`config.mk`:
```
export PLATFORM = sky130hd
export DESIGN_NAME = scl_divgen
export DESIGN_NICKNAME = d
export VERILOG_FILES = /design/src/rtl/scl_div_pkg.sv /design/src/rtl/scl_psc_tick.sv /design/src/rtl/scl_phase_seq.sv /design/src/rtl/scl_divgen.sv
export SDC_FILE = /design/constraint.sdc
export NUM_CORES = 1
export LEC_CHECK = 0
export BUFFER_PORTS_ARGS = -buffer_cell sky130_fd_sc_hd__buf_4
export CAP_MARGIN = 25
export CORE_MARGIN = 2
export CORE_UTILIZATION = 54
export DETAILED_ROUTE_END_ITERATION = 10
export GPL_TIMING_DRIVEN = 0
export MAX_ROUTING_LAYER = met4
export PLACE_DENSITY = 0.77
export SLEW_MARGIN = 0
export SYNTH_ARGS = -nofsm -noshare
export SYNTH_HDL_FRONTEND = slang
export SYNTH_SLANG_ARGS = --single-unit
```
`constraint.sdc`:
```
create_clock -name clk -period 5.9 [get_ports clk]
set_input_delay 1.18 -clock clk [delete_from_list [all_inputs] [get_ports clk]]
set_output_delay 1.18 -clock clk [all_outputs]
set_load 0.01 [all_outputs]
```
`src/rtl/scl_div_pkg.sv`:
```
package scl_div_pkg;
    localparam int unsigned EXT_W = 3;

    function automatic logic [EXT_W-1:0] phase_ext(input logic psc_is0,
                                                   input logic psc_is1,
                                                   input bit   force6);
        if (force6)       return EXT_W'(6);
        else if (psc_is0) return EXT_W'(7);
        else if (psc_is1) return EXT_W'(6);
        else              return EXT_W'(5);
    endfunction
endpackage

```
`src/rtl/scl_psc_tick.sv`:
```
module scl_psc_tick #(
    parameter int unsigned CNT_W = 16
) (
    input  logic             clk,
    input  logic             rst_n,
    input  logic             run_i,
    input  logic [CNT_W-1:0] psc_i,
    output logic             tick_o
);
    typedef struct packed {
        logic [CNT_W-1:0] cnt;
    } psc_st_t;

    psc_st_t st_d, st_q;

    assign tick_o = run_i && (st_q.cnt == psc_i);

    always_comb begin
        st_d = st_q;
        if (!run_i)      st_d.cnt = '0;
        else if (tick_o) st_d.cnt = '0;
        else             st_d.cnt = st_q.cnt + 1'b1;
    end

    always_ff @(posedge clk or negedge rst_n) begin
        if (!rst_n) st_q <= '0;
        else        st_q <= st_d;
    end


    cnt_bound_chk: assert property (@(posedge clk) disable iff (!rst_n)
        run_i |-> (st_q.cnt <= psc_i));
endmodule

```
`src/rtl/scl_phase_seq.sv`:
```
module scl_phase_seq #(
    parameter int unsigned LEN_W = 17
) (
    input  logic             clk,
    input  logic             rst_n,
    input  logic             en_i,
    input  logic             tick_i,
    input  logic [LEN_W-1:0] low_len_i,
    input  logic [LEN_W-1:0] high_len_i,
    output logic             running_o,
    output logic             scl_o,
    output logic             rise_o,
    output logic             fall_o,
    output logic             period_end_o
);
    typedef struct packed {
        logic             running;
        logic             high;
        logic [LEN_W-1:0] cnt;
        logic             rise;
        logic             fall;
    } seq_st_t;

    seq_st_t          st_d, st_q;
    logic [LEN_W-1:0] cur_len;
    logic             last_tick;

    assign cur_len      = st_q.high ? high_len_i : low_len_i;
    assign last_tick    = (st_q.cnt == cur_len - 1'b1);
    assign period_end_o = st_q.running && en_i && tick_i && st_q.high && last_tick;

    always_comb begin
        st_d      = st_q;
        st_d.rise = 1'b0;
        st_d.fall = 1'b0;
        if (!en_i) begin
            st_d.running = 1'b0;
            st_d.high    = 1'b1;
            st_d.cnt     = '0;
        end else if (!st_q.running) begin
            st_d.running = 1'b1;
            st_d.high    = 1'b0;
            st_d.cnt     = '0;
            st_d.fall    = 1'b1;
        end else if (tick_i) begin
            if (last_tick) begin
                st_d.cnt  = '0;
                st_d.high = !st_q.high;
                st_d.rise = !st_q.high;
                st_d.fall = st_q.high;
            end else begin
                st_d.cnt = st_q.cnt + 1'b1;
            end
        end
    end

    always_ff @(posedge clk or negedge rst_n) begin
        if (!rst_n) st_q <= '{running: 1'b0, high: 1'b1, cnt: '0, rise: 1'b0, fall: 1'b0};
        else        st_q <= st_d;
    end

    assign running_o = st_q.running;
    assign scl_o     = st_q.high;
    assign rise_o    = st_q.rise;
    assign fall_o    = st_q.fall;


    strobe_excl_chk: assert property (@(posedge clk) disable iff (!rst_n)
        $onehot0({rise_o, fall_o}));

    fall_low_chk: assert property (@(posedge clk) disable iff (!rst_n)
        fall_o |-> !scl_o);

    rise_high_chk: assert property (@(posedge clk) disable iff (!rst_n)
        rise_o |-> scl_o);

    idle_level_chk: assert property (@(posedge clk) disable iff (!rst_n)
        !en_i |=> (scl_o && !rise_o && !fall_o));

    start_fall_chk: assert property (@(posedge clk) disable iff (!rst_n)
        (en_i && !running_o) |=> (fall_o && !scl_o));

    rise_marked_chk: assert property (@(posedge clk) disable iff (!rst_n)
        (running_o && $rose(scl_o)) |-> rise_o);
endmodule

```
`src/rtl/scl_divgen.sv`:
```
module scl_divgen #(
    parameter int unsigned REG_W    = 16,
    parameter bit          FORCE_D6 = 1'b0
) (
    input  logic             clk,
    input  logic             rst_n,
    input  logic             run_en,
    input  logic [REG_W-1:0] psc_val,
    input  logic [REG_W-1:0] low_cnt,
    input  logic [REG_W-1:0] high_cnt,
    output logic             scl_req,
    output logic             rise_stb,
    output logic             fall_stb
);
    import scl_div_pkg::*;

    localparam int unsigned LEN_W = REG_W + 1;

    typedef struct packed {
        logic [REG_W-1:0] psc;
        logic [REG_W-1:0] low;
        logic [REG_W-1:0] high;
    } shadow_t;

    shadow_t          sh_d, sh_q;
    logic             running, period_end, tick;
    logic [EXT_W-1:0] ext;
    logic [LEN_W-1:0] low_len, high_len;

    always_comb begin
        sh_d = sh_q;
        if (!running || period_end) begin
            sh_d.psc  = psc_val;
            sh_d.low  = low_cnt;
            sh_d.high = high_cnt;
        end
    end

    always_ff @(posedge clk or negedge rst_n) begin
        if (!rst_n) sh_q <= '0;
        else        sh_q <= sh_d;
    end

    assign ext      = phase_ext(sh_q.psc == '0, sh_q.psc == REG_W'(1), FORCE_D6);
    assign low_len  = LEN_W'(sh_q.low)  + LEN_W'(ext);
    assign high_len = LEN_W'(sh_q.high) + LEN_W'(ext);

    scl_psc_tick #(.CNT_W(REG_W)) i_psc (
        .clk    (clk),
        .rst_n  (rst_n),
        .run_i  (running),
        .psc_i  (sh_q.psc),
        .tick_o (tick)
    );

    scl_phase_seq #(.LEN_W(LEN_W)) i_seq (
        .clk          (clk),
        .rst_n        (rst_n),
        .en_i         (run_en),
        .tick_i       (tick),
        .low_len_i    (low_len),
        .high_len_i   (high_len),
        .running_o    (running),
        .scl_o        (scl_req),
        .rise_o       (rise_stb),
        .fall_o       (fall_stb),
        .period_end_o (period_end)
    );


    shadow_hold_chk: assert property (@(posedge clk) disable iff (!rst_n)
        (running && !period_end) |=> $stable(sh_q));

    reload_at_fall_chk: assert property (@(posedge clk) disable iff (!rst_n)
        period_end |=> fall_stb);
endmodule

```
After elaboration in Yosys (flattened, before gate mapping):

Index checks and enable logic that the tools add are counted.

* flip-flop bits (word level): 85
* input port bits: 51
* output and inout bits: 3
* word-level logic and storage cells: 43

* add/sub/neg operators: 5
* eq/ne operators: 5
* muxes and demuxes: 14
* reduce and logical (&&, ||, !) cells: 10

Operator list (count)
* $add A16 B3 Y17: 2
* $mux W17: 2
* $mux W16: 2
* $mux W20: 1
* $mux W19: 1
* $mux W18: 1
* $add A17 B1 Y17 const B: 1
* $eq A17 B17 Y1: 1
* $sub A17 B1 Y17 const B: 1
* $add A16 B1 Y16 const B: 1
* $eq A16 B1 Y1 const B: 1
* $eq A16 B16 Y1: 1
* $logic_not A16 Y1: 1
* $mux W2: 4
* $logic_and A1 B1 Y1: 5
* $mux W1: 3
* $ne A3 B2 Y1 const B: 1
* $ne A3 B3 Y1 const B: 1
* $logic_not A1 Y1: 2
* $reduce_and A2 Y1: 1
* $logic_or A1 B1 Y1: 1

Longest topological paths before layout:

Gate-level depths: netlist (run 1).

* word-level depth: 11
* gate-level depth with buffers: 21
* depth with buffers taken out: 16

By module:

From an unflattened synthesis (run 1), not the netlist that was laid out.

* cells, all modules: 507
* area total of the unflattened synthesis: 5280.1 µm²

Modules (own cells, without submodules)
* scl_divgen: instances 1, cells an instance 189, area each 2417.3 µm², seq. area each 1201.2 µm²
* scl_phase_seq: instances 1, cells an instance 221, area each 1931.9 µm², seq. area each 526.8 µm²
* scl_psc_tick: instances 1, cells an instance 97, area each 930.9 µm², seq. area each 400.4 µm²

Worst setup path before layout (run 1):

No wires, ideal clock.

* path type: flip-flop to flip-flop
* start point: register i_seq.st_q (netlist bit i_seq.scl_o)
* end point: register sh_q[26] (netlist bit)
* library setup time: 125 ps
* arrival time: 5756 ps
* data required time: 5775 ps
* setup slack: 19 ps
* stages on the path, launching flop included: 22
* buffers on the path: 7
* clock period less this slack: 5881 ps
* cell sequence: dfstp_2 > buf_6 > buf_6 > clkbuf_1 > clkbuf_1 > mux2_2 > ha_1 > inv_1 > fa_1 > inv_1 > xnor2_1 > and4_1 > clkbuf_1 > nor4bb_1 > xor2_1 > or4_1 > or4_4 > nor3_4 > a31oi_2 > buf_6 > buf_6 > mux2_4

* word-level cells in the longest chain between the ends: 5
* elaborated cells between the ends (all ways): 6
* classes of those cells: add/sub: 1; eq/ne: 1; mux: 1; reduce/logical: 3

RTL lines
* start, declared: line scl_phase_seq.sv:24 `seq_st_t st_d, st_q;`
* start signal, assigned: line scl_phase_seq.sv:58 `if (!rst_n) st_q <= '{running: 1'b0, high: 1'b1, cnt: '0, rise: 1'b0, fall: 1'b0};`
* start signal, assigned: line scl_phase_seq.sv:59 `else st_q <= st_d;`
* $mux W17: line scl_phase_seq.sv:28 `assign cur_len = st_q.high ? high_len_i : low_len_i;`
* $sub A17 B1 Y17: line scl_phase_seq.sv:29 `assign last_tick = (st_q.cnt == cur_len - 1'b1);`
* $eq A17 B17 Y1: line scl_phase_seq.sv:29
* $logic_and A1 B1 Y1 *: line scl_phase_seq.sv:30 `assign period_end_o = st_q.running && en_i && tick_i && st_q.high && last_tick;`
* $logic_or A1 B1 Y1 *: line scl_divgen.sv:32 `if (!running || period_end) begin`
* end signal, assigned: line scl_divgen.sv:40 `if (!rst_n) sh_q <= '0;`
* end signal, assigned: line scl_divgen.sv:41 `else sh_q <= sh_d;`
* end, declared: line scl_divgen.sv:25 `shadow_t sh_d, sh_q;`

Every way passes the cells marked *; elsewhere a longest branch is shown, timed or not.
A chain may end at the register's enable or synchronous reset.

Worst setup path after layout (run 1):

* start point: register i_seq.st_q (netlist bit i_seq.scl_o)
* end point: register sh_q[32] (netlist bit)

The elaborated chain is that of the path after synthesis.

==> flow_metrics.env, run 1 <==
export IMPL_status="completed"
export IMPL_worstReg2RegStart="i_seq.scl_o$_DFFE_PN1P_"
export IMPL_critPathLaunch="i_seq.scl_o$_DFFE_PN1P_"
export IMPL_hp_class="flip-flop to flip-flop"
export IMPL_drv_slew=0
export IMPL_setup_viol=0
export IMPL_crit_path_max_incr_delay_ps=600
export IMPL_ant_nets=0
export IMPL_rows=36
export IMPL_multi_input_area_um2=3320
export IMPL_die_x_um=105
export IMPL_root_buffer="clkbuf_8"
export IMPL_drt_wl_total_mm=12.8
export IMPL_netlist_area_um2=5540
export IMPL_p_leak_nw=2.86
export IMPL_clk_pin_slew_ps=90
export IMPL_diodes=0
export IMPL_cts_htree_levels=3
export IMPL_vias=4448
export IMPL_hold_buffers=0
export IMPL_finClkSkew_ps=11.2
export IMPL_tightest_slew_ps=747
export IMPL_power_total_mw=1.44
export IMPL_drv_cap=0
export IMPL_wl_per_cell_um=17.4
export IMPL_die_area_um2=11100
export IMPL_viasPerCell=6.04
export IMPL_place_congestion=0.930
export IMPL_seqCellArea_um2=2130
export IMPL_start_util_pct=56.2
export IMPL_rsz0062_at_grt="no"
export IMPL_synth_most_common_cell="dfrtp_1"
export IMPL_required_ps=6150
export IMPL_grt_overflow=0
export IMPL_nets=656
export IMPL_drt_pass1_iterations=5
export IMPL_yosysSeqAreaShare_pct=38.4
export IMPL_area_growth_pct=15.7
export IMPL_synth_net_count=590
export IMPL_r2r_slack_ps=160
export IMPL_synth_area_leaders="dfrtp_1 38%, mux2_2 7.1%, xnor2_1 5.9%"
export IMPL_reg2reg_depth=19
export IMPL_pin_count=54
export IMPL_clock_latency_ps=370
export IMPL_yosysWarnings=0
export IMPL_final_core_util_pct=65.0
export IMPL_vdd_drop_max_mv=0.129
export IMPL_synth_common_cells="84 x dfrtp_1, 37 x xnor2_1, 35 x mux2_2"
export IMPL_hpwl_mm=9.53
export IMPL_place_port_buffers=53
export IMPL_synth_top_cell_area_share_pct=37.9
export IMPL_avgSynthCellArea_um2=10.4
export IMPL_layout_drive_gt1_share_pct=26.2
export IMPL_cts_made_buffers=9
export IMPL_coreArea_um2=9860
export IMPL_final_cells=736
export IMPL_cp_start_kind="flip-flop"
export IMPL_crit_end="sh_q[32]$_DFFE_PN0P_"
export IMPL_synth_edf_count=0
export IMPL_placedCellCount=719
export IMPL_crit_chain="buf_6 -> buf_6 -> clkbuf_4 -> mux2_2 -> ha_1 -> inv_1 -> fa_1 -> inv_1 -> xnor2_4 -> and4_4 -> nor4bb_1 -> xor2_1 -> or4_1 -> or4_4 -> nor3_4 -> a31oi_2 -> buf_6 -> buf_6 -> mux2_4"
export IMPL_antenna_found_initial=0
export IMPL_dr_first_iter_drc_count=262
export IMPL_criticalPathCategory="flip-flop to flip-flop"
export IMPL_ys_ff_latch=85
export IMPL_timing_rr_end="sh_q[32]$_DFFE_PN0P_"
export IMPL_cts_buffer_depth=2
export IMPL_worst_path_max_fanout=19
export IMPL_grt_use_total_pct=25.2
export IMPL_critical_path_arrival_ps=5990
export IMPL_fin_crit_ps=5740
export IMPL_die_h_um=105
export IMPL_route_detailed_drc=0
export IMPL_synthFlopType="dfrtp_1"
export IMPL_powerDensity_nw_per_um2=225
export IMPL_cpMostUsedCell="buf_6"
export IMPL_ys_types=70
export IMPL_cts_tree="built"
export IMPL_cp_top_family="simple AND/OR/NAND/NOR gates"
export IMPL_slew_headroom_pct=48.9
export IMPL_cp_depth=19
export IMPL_synth_area_leader_cell="dfrtp_1"
export IMPL_end_kind="flip-flop"
export IMPL_crit_slowest_cell="or4_4"
export IMPL_first_global_vias=4535
export IMPL_cts_sinks=85
export IMPL_hold_viol=0
export IMPL_grt_pass1_wl_mm=21.5
export IMPL_grt_max_degree=86
export IMPL_async_flop_share_pct=100
export IMPL_fill_cells=782
export IMPL_max_freq_mhz=174
export IMPL_synthesis_instances=533
export IMPL_critPathBufInv=7
export IMPL_period_share_pct=97.2
## cell usage in the layout (no fill, tap or decap), types with 3 or more instances in the layout
cell,instances
or4_1,5
mux2_2,35
a22o_1,5
inv_1,10
nor4_1,8
o22ai_1,4
nor2_1,33
clkbuf_8,9
buf_6,5
a21oi_1,18
and3_1,11
and3b_1,3
nand4_1,11
or3_1,6
dfrtp_1,84
nand3b_1,3
buf_2,4
a21o_1,10
nand4b_1,5
nand3_1,26
mux2_4,20
a31oi_1,6
o21ai_0,8
and4_1,5
mux2i_1,12
nor3b_1,4
a211o_1,3
and2_1,5
xor2_1,25
xnor2_1,36
nor3_1,16
buf_4,56
clkbuf_1,6
nand2_1,29
or2_2,4
nand2b_1,13
ha_1,5
## cell type report
cell class | count | share of cell area, %
clock buffer | 9 | 1.93
buffer | 16 | 1.66
sequential | 85 | 33.2
tap | 133 | 2.60
inverter | 10 | 0.586
clock inverter | 6 | 1.39
multi-input combinational | 420 | 51.7
timing repair buffer | 57 | 6.87
## power breakdown
| part | internal (mW) | switching (mW) |
|---|---|---|
| Clock | 0.236 | 0.219 |
| Combinational | 0.164 | 0.163 |
| Sequential | 0.618 | 0.0415 |
## worst min-delay path by stage
stage / startpoint / cells after the start / slack (ps) / endpoint
after CTS: sh_q[0]$_DFFE_PN0P_ / 1 / 510 / sh_q[0]$_DFFE_PN0P_
after floorplan: sh_q[0]$_DFFE_PN0P_ / 1 / 470 / sh_q[0]$_DFFE_PN0P_
after global routing: sh_q[16]$_DFFE_PN0P_ / 1 / 540 / sh_q[16]$_DFFE_PN0P_
final: sh_q[0]$_DFFE_PN0P_ / 1 / 510 / sh_q[0]$_DFFE_PN0P_
after detailed placement: sh_q[0]$_DFFE_PN0P_ / 1 / 490 / sh_q[0]$_DFFE_PN0P_
after global placement: sh_q[0]$_DFFE_PN0P_ / 1 / 480 / sh_q[0]$_DFFE_PN0P_
## state kept, by name, indices dropped and copies added, names as in the netlist
name             count
i_psc.st_q          16
i_seq.fall_o         1
i_seq.rise_o         1
i_seq.running_o      1
i_seq.scl_o          1
i_seq.st_q          17
sh_q                48
## cells by family (layout without fill, tap and decap cells)
kind of cell,after synthesis,in the layout,share of synthesized area (%)
muxes,68,68,15.1
and+or+nand+nor,198,198,20.6
adders and majority gates,6,6,1.49
DFF,85,85,38.4
buffers and inverters,28,98,2.67
xor gates and xnor gates,64,64,10.6
AOI/OAI and AO/OA,84,84,11.0
## metrics by stage
stage          hold WS, ps  TNS, ps  instance area, um2  setup WS (ps)
6_report               509        0                6410            162
3_3_place_gp           485   -50040                6100           -930
3_5_place_dp           487   -63070                6100          -1120
4_1_cts                507        0                6360           14.8
5_1_grt                544        0                6410          0.623
2_1_floorplan          474        0                5540           18.7
## routing by layer
layer,wire length (um),vias to the layer above,GRT usage [%]
met5,0,-,-
met1,5410,2183,30.5
met2,6510,124,41.7
met4,362,0,12.0
met3,527,33,3.22
li1,-,2108,-
## repair_timing
action                                  4_1_cts  5_1_grt
resized for setup                             4        7
endpoints found under the setup margin       68       55
setup buffers                                 3        0
pin swaps                                     2        1
(Power assumes the default switching activity.)
==> run 2: changes to the inputs <==
--- a/config.mk
+++ b/config.mk
@@ -11,7 +11,6 @@
 export CORE_UTILIZATION = 54
 export DETAILED_ROUTE_END_ITERATION = 10
 export GPL_TIMING_DRIVEN = 0
-export MAX_ROUTING_LAYER = met4
 export PLACE_DENSITY = 0.77
 export SLEW_MARGIN = 0
 export SYNTH_ARGS = -nofsm -noshare
==> run 2 against run 1 <==
Clock power is 9.2% higher; core utilization is 0.18 points higher; non-clock buffer count stayed put; critical path depth stayed put; critical path type unchanged; highest routed layer unchanged; maximum frequency hardly changed; register-to-register slack hardly changed; critical endpoint is now sh_q[44]$_DFFE_PN0P_; combinational power hardly changed; first-iteration DRC count is 5.0% lower.
==> flow_metrics.env, run 2 (synthesis results as in run 1) <==
export IMPL_grt_max_degree=86
export IMPL_route_detailed_drc=0
export IMPL_clk_pin_slew_ps=90
export IMPL_crit_slowest_cell="or4_4"
export IMPL_root_buffer="clkbuf_8"
export IMPL_place_area_um2=6100
export IMPL_drt_pass1_iterations=4
export IMPL_place_congestion=0.910
export IMPL_setup_slack_ps=157
export IMPL_fin_crit_ps=5740
export IMPL_diodes=0
export IMPL_vdd_drop_max_mv=0.203
export IMPL_cts_made_buffers=9
export IMPL_drv_cap=0
export IMPL_final_core_util_pct=65.1
export IMPL_top_regs="sh_q (48), i_seq.st_q (17), i_psc.st_q (16)"
export IMPL_cts_buffer_depth=2
export IMPL_critical_path_arrival_ps=6020
export IMPL_cts_sinks=85
export IMPL_area_growth_pct=16.0
export IMPL_grt_pass1_wl_mm=22.1
export IMPL_max_freq_mhz=174
export IMPL_layout_drive_gt1_share_pct=26.2
export IMPL_grt_use_total_pct=25.2
export IMPL_antenna_found_initial=0
export IMPL_largest_register="sh_q"
export IMPL_cts_tree="built"
export IMPL_dr_first_iter_drc_count=249
export IMPL_pin_count=54
export IMPL_viasPerCell=5.98
export IMPL_largest_register_ffs=48
export IMPL_hold_viol=0
export IMPL_clock_latency_ps=390
export IMPL_hold_buffers=0
export IMPL_rows=36
export IMPL_p_leak_nw=2.88
export IMPL_vias=4409
export IMPL_crit_path_max_incr_delay_ps=590
export IMPL_finClkSkew_ps=13.1
export IMPL_ant_nets=0
export IMPL_worst_path_max_fanout=19
export IMPL_end_kind="flip-flop"
export IMPL_nets=656
export IMPL_tightest_slew_ps=787
export IMPL_tns_ps=0
export IMPL_period_share_pct=97.3
export IMPL_setup_viol=0
export IMPL_hp_class="flip-flop to flip-flop"
export IMPL_hpwl_mm=9.64
export IMPL_final_common_cell="dfrtp_1"
export IMPL_powerDensity_nw_per_um2=231
export IMPL_die_area_um2=11100
export IMPL_wl_per_cell_um=17.5
export IMPL_drv_slew=0
export IMPL_cpMostUsedCell="buf_6"
export IMPL_cts_htree_levels=3
export IMPL_grt_overflow=0
export IMPL_slew_headroom_pct=47.2
export IMPL_first_global_vias=4572
export IMPL_start_util_pct=56.2
export IMPL_power_total_mw=1.48
export IMPL_coreArea_um2=9860
export IMPL_r2r_slack_ps=160
export IMPL_cp_start_kind="flip-flop"
export IMPL_die_h_um=105
export IMPL_criticalPathCategory="flip-flop to flip-flop"
export IMPL_crit_chain="buf_6 -> buf_6 -> clkbuf_4 -> mux2_2 -> ha_1 -> inv_1 -> fa_1 -> a221oi_1 -> xor2_1 -> and4bb_1 -> buf_2 -> a31oi_1 -> or4_1 -> or4_4 -> nor3_4 -> a31oi_2 -> buf_6 -> buf_6 -> mux2_4"
export IMPL_place_port_buffers=53
export IMPL_die_x_um=105
export IMPL_layout_cells_most_common_list="84 x dfrtp_1, 56 x buf_4, 36 x xnor2_1, 35 x mux2_2, 33 x nor2_1"
export IMPL_status="completed"
export IMPL_design_area_um2=6420
export IMPL_pre_cts_slack_ps=-1120
export IMPL_drt_wl_total_mm=12.9
export IMPL_required_ps=6180
## run 2: cell count changes in the layout (fill, tap and decap cells not counted), sizes merged
| cell | change |
|---|---|
| clkinv | -2 |
| inv | +3 |
| clkinvlp | -2 |
| clkbuf | +2 |
## run 2: power by group
group | total, mW | internal (mW) | leakage (nW) | switching, mW
Clock | 0.497 | 0.267 | 0.122 | 0.230
Sequential | 0.660 | 0.618 | 1.07 | 0.0419
Combinational | 0.328 | 0.164 | 1.69 | 0.164
Total | 1.48 | 1.05 | 2.88 | 0.436
## run 2: final timing paths
check,cells past startpoint,to,startpoint
hold reg to reg,1,sh_q[17]$_DFFE_PN0P_,sh_q[17]$_DFFE_PN0P_
hold / removal,1,sh_q[17]$_DFFE_PN0P_,sh_q[17]$_DFFE_PN0P_
min in group asynchronous,1,sh_q[23]$_DFFE_PN0P_,rst_n
setup / recovery,19,sh_q[44]$_DFFE_PN0P_,i_seq.scl_o$_DFFE_PN1P_
max in group asynchronous,2,i_seq.scl_o$_DFFE_PN1P_,rst_n
setup reg to reg,19,sh_q[44]$_DFFE_PN0P_,i_seq.scl_o$_DFFE_PN1P_
## run 2: cell type report
cell class,count,area [um2]
plain buffers,16,106
flip-flops and latches,85,2130
multi-input cells,420,3300
well taps,133,166
clock inverters,5,88.8
clock buffers,11,151
repair buffers,57,448
fillers,781,3440
inverters,10,37.5
## run 2: worst max-delay path, delay by kind of cell, from the launching register on
family                     cells  cell delay (ps)
DFF                            1              570
muxes                          2              500
adders and majority gates      2              640
buffers and inverters          7             1240
xor gates and xnor gates       1              330
AOI/OAI and AO/OA              3              710
and+or+nand+nor                4             1610
## run 2: layer usage
layer  vias up  track usage (%)  routed length (um)
li1       2114                -                   -
met1      2182             31.3                5510
met2        97             43.4                6600
met3        16             6.37                 525
met4         0             7.05                 233
met5         -                0                   0
## run 2: stage by stage
step,std cells,hold WS [ps]
3_5_place_dp,719,487
3_3_place_gp,719,484
6_report,737,508
5_1_grt,737,542
4_1_cts,734,507
2_1_floorplan,533,474
## run 2: repair_timing
action / 4_1_cts / 5_1_grt
setup buffers: 1 / 2
gates cloned: 0 / 0
endpoints found under the setup margin: 68 / 62
pin swaps: 1 / 1
gates resized for setup: 4 / 5
==> run 3: changes to the inputs <==
--- a/config.mk
+++ b/config.mk
@@ -11,7 +11,7 @@
 export CORE_UTILIZATION = 54
 export DETAILED_ROUTE_END_ITERATION = 10
 export GPL_TIMING_DRIVEN = 0
-export PLACE_DENSITY = 0.77
+export PLACE_DENSITY = 0.76
 export SLEW_MARGIN = 0
 export SYNTH_ARGS = -nofsm -noshare
 export SYNTH_HDL_FRONTEND = slang
==> run 3 against run 2 <==
Combinational power barely moved; core utilization fell by 0.62 points; register-to-register slack improved by 170 ps; sequential power is essentially flat; maximum frequency up 3.0%; critical path depth fell by 1; critical endpoint is now sh_q[45]$_DFFE_PN0P_; power down 5.9%; highest routed layer unchanged; non-clock buffer count fell by 1; wire length fell by 0.92%; clock skew is 0.66 ps higher; largest cell class unchanged; first-iteration DRC count down 8.8%.
==> flow_metrics.env, run 3 (synthesis results as in run 1) <==
export IMPL_status="completed"
export IMPL_grt_overflow=0
export IMPL_vdd_drop_max_mv=0.133
export IMPL_route_detailed_drc=0
export IMPL_area_growth_pct=14.9
export IMPL_largest_register="sh_q"
export IMPL_vias=4458
export IMPL_diodes=0
export IMPL_pre_cts_slack_ps=-1030
export IMPL_largest_register_ffs=48
export IMPL_drv_slew=0
export IMPL_clk_pin_slew_ps=90
export IMPL_setup_viol=0
export IMPL_root_buffer="clkbuf_8"
export IMPL_rows=36
export IMPL_hp_class="flip-flop to flip-flop"
export IMPL_fill_cells=813
export IMPL_die_x_um=105
export IMPL_setup_slack_ps=325
export IMPL_rsz0062_at_grt="no"
export IMPL_grt_use_total_pct=24.4
export IMPL_tightest_slew_ps=776
export IMPL_hold_buffers=0
export IMPL_antenna_found_initial=0
export IMPL_worstReg2RegStart="i_seq.scl_o$_DFFE_PN1P_"
export IMPL_design_area_um2=6360
export IMPL_min_delay_start="sh_q[0]$_DFFE_PN0P_"
export IMPL_cts_sinks=85
export IMPL_cts_tree="built"
export IMPL_criticalPathCategory="flip-flop to flip-flop"
export IMPL_top_regs="sh_q (48), i_seq.st_q (17), i_psc.st_q (16)"
export IMPL_critical_path_arrival_ps=5820
export IMPL_max_freq_mhz=179
export IMPL_r2r_slack_ps=320
export IMPL_die_h_um=105
export IMPL_drt_wl_total_mm=12.8
export IMPL_cts_buffer_depth=2
export IMPL_nets=655
export IMPL_layout_cells_most_common_list="84 x dfrtp_1, 56 x buf_4, 36 x xnor2_1, 35 x mux2_2, 33 x nor2_1"
export IMPL_p_leak_nw=2.85
export IMPL_tns_ps=0
export IMPL_cts_htree_levels=3
export IMPL_final_common_cell="dfrtp_1"
export IMPL_ant_nets=0
export IMPL_dr_first_iter_drc_count=227
export IMPL_reg2reg_depth=18
export IMPL_place_congestion=0.883
export IMPL_grt_max_degree=86
export IMPL_layout_drive_gt1_share_pct=25.5
export IMPL_required_ps=6140
export IMPL_wl_per_cell_um=17.3
export IMPL_cp_start_kind="flip-flop"
export IMPL_holdPathEnd="sh_q[0]$_DFFE_PN0P_"
export IMPL_fin_crit_ps=5580
export IMPL_timing_rr_end="sh_q[45]$_DFFE_PN0P_"
export IMPL_drv_cap=0
export IMPL_powerDensity_nw_per_um2=220
export IMPL_cts_made_buffers=9
export IMPL_hpwl_mm=9.58
export IMPL_worst_path_max_fanout=28
export IMPL_viasPerCell=6.06
export IMPL_start_util_pct=56.2
export IMPL_slew_headroom_pct=47.9
export IMPL_hold_depth=1
export IMPL_finClkSkew_ps=13.8
export IMPL_drt_pass1_iterations=4
export IMPL_die_area_um2=11100
export IMPL_place_port_buffers=53
export IMPL_coreArea_um2=9860
export IMPL_hold_viol=0
export IMPL_place_area_um2=6100
export IMPL_clock_latency_ps=370
export IMPL_end_kind="flip-flop"
export IMPL_first_global_vias=4521
export IMPL_period_share_pct=94.5
export IMPL_pin_count=54
export IMPL_grt_pass1_wl_mm=21.6
-- run 3: changes by cell type in the layout (fill, tap and decap cells not counted), sizes merged --
cell	change
inv	-3
bufinv	-1
clkinvlp	+1
clkinv	+2
-- run 3: worst max-delay path by stage --
stage / from / endpoint / cells after the start
5_1_grt: i_seq.scl_o$_DFFE_PN1P_ / i_seq.st_q[6]$_DFFE_PN0P_ / 16
4_1_cts: i_seq.scl_o$_DFFE_PN1P_ / sh_q[45]$_DFFE_PN0P_ / 18
3_5_place_dp: i_seq.scl_o$_DFFE_PN1P_ / sh_q[32]$_DFFE_PN0P_ / 21
6_report: i_seq.scl_o$_DFFE_PN1P_ / sh_q[45]$_DFFE_PN0P_ / 18
3_3_place_gp: i_seq.scl_o$_DFFE_PN1P_ / sh_q[27]$_DFFE_PN0P_ / 21
2_1_floorplan: i_seq.scl_o$_DFFE_PN1P_ / sh_q[26]$_DFFE_PN0P_ / 21
-- run 3: worst max-delay path, stage by stage (launching register included) --
cell and delay [ps]:
dfstp_2 570, buf_6 160, buf_6 260, mux2_2 400, ha_1 220, inv_1 80
fa_1 280, inv_1 180, xnor2_4 280, and4_2 380, nor4bb_1 290, xor2_1 140
or4_1 550, or4_4 590, nor3_4 230, a31oi_2 160, buf_6 200, buf_6 170
mux2_4 300
-- run 3: area by class of cell --
| cell class | count | area, um2 | area share, % |
|---|---|---|---|
| repair buffers | 57 | 448 | 7.04 |
| clock inverters | 4 | 51.3 | 0.806 |
| multi-input cells | 420 | 3300 | 51.8 |
| plain buffers | 15 | 98.8 | 1.55 |
| flip-flops and latches | 85 | 2130 | 33.4 |
| well taps | 133 | 166 | 2.62 |
| clock buffers | 12 | 135 | 2.12 |
| inverters | 10 | 37.5 | 0.590 |
-- run 3: repair_timing --
item | 4_1_cts | 5_1_grt
endpoints found under the setup margin | 68 | 65
setup buffers | 1 | 2
pin swaps | 1 | 1
gates resized for setup | 3 | 4
-- run 3: routing by layer --
| metal | global-route usage, % | up-vias | wire length, um | share of wire, % |
|---|---|---|---|---|
| met1 | 31.1 | 2192 | 5540 | 43 |
| met2 | 40.6 | 123 | 6250 | 49 |
| met3 | 4.08 | 40 | 509 | 4.0 |
| met4 | 11.3 | 0 | 455 | 3.6 |
| met5 | 0 | - | 0 | 0 |
| li1 | - | 2103 | - | - |
-- run 3: stage by stage --
stage	std cells	hold slack [ps]	util (%)	power [mW]
after CTS	734	519	64.0	1.40
after floorplan	533	474	-	0.887
final	736	520	64.5	1.40
after global routing	736	548	64.5	1.47
after global placement	719	486	61.9	0.972
after detailed placement	719	498	61.9	0.985
-- run 3: power breakdown --
| group | internal (mW) | switching (mW) | leakage [nW] |
|---|---|---|---|
| combinational | 0.163 | 0.163 | 1.69 |
| clock | 0.197 | 0.214 | 0.0906 |
| sequential | 0.618 | 0.0426 | 1.07 |
| total | 0.977 | 0.420 | 2.85 |
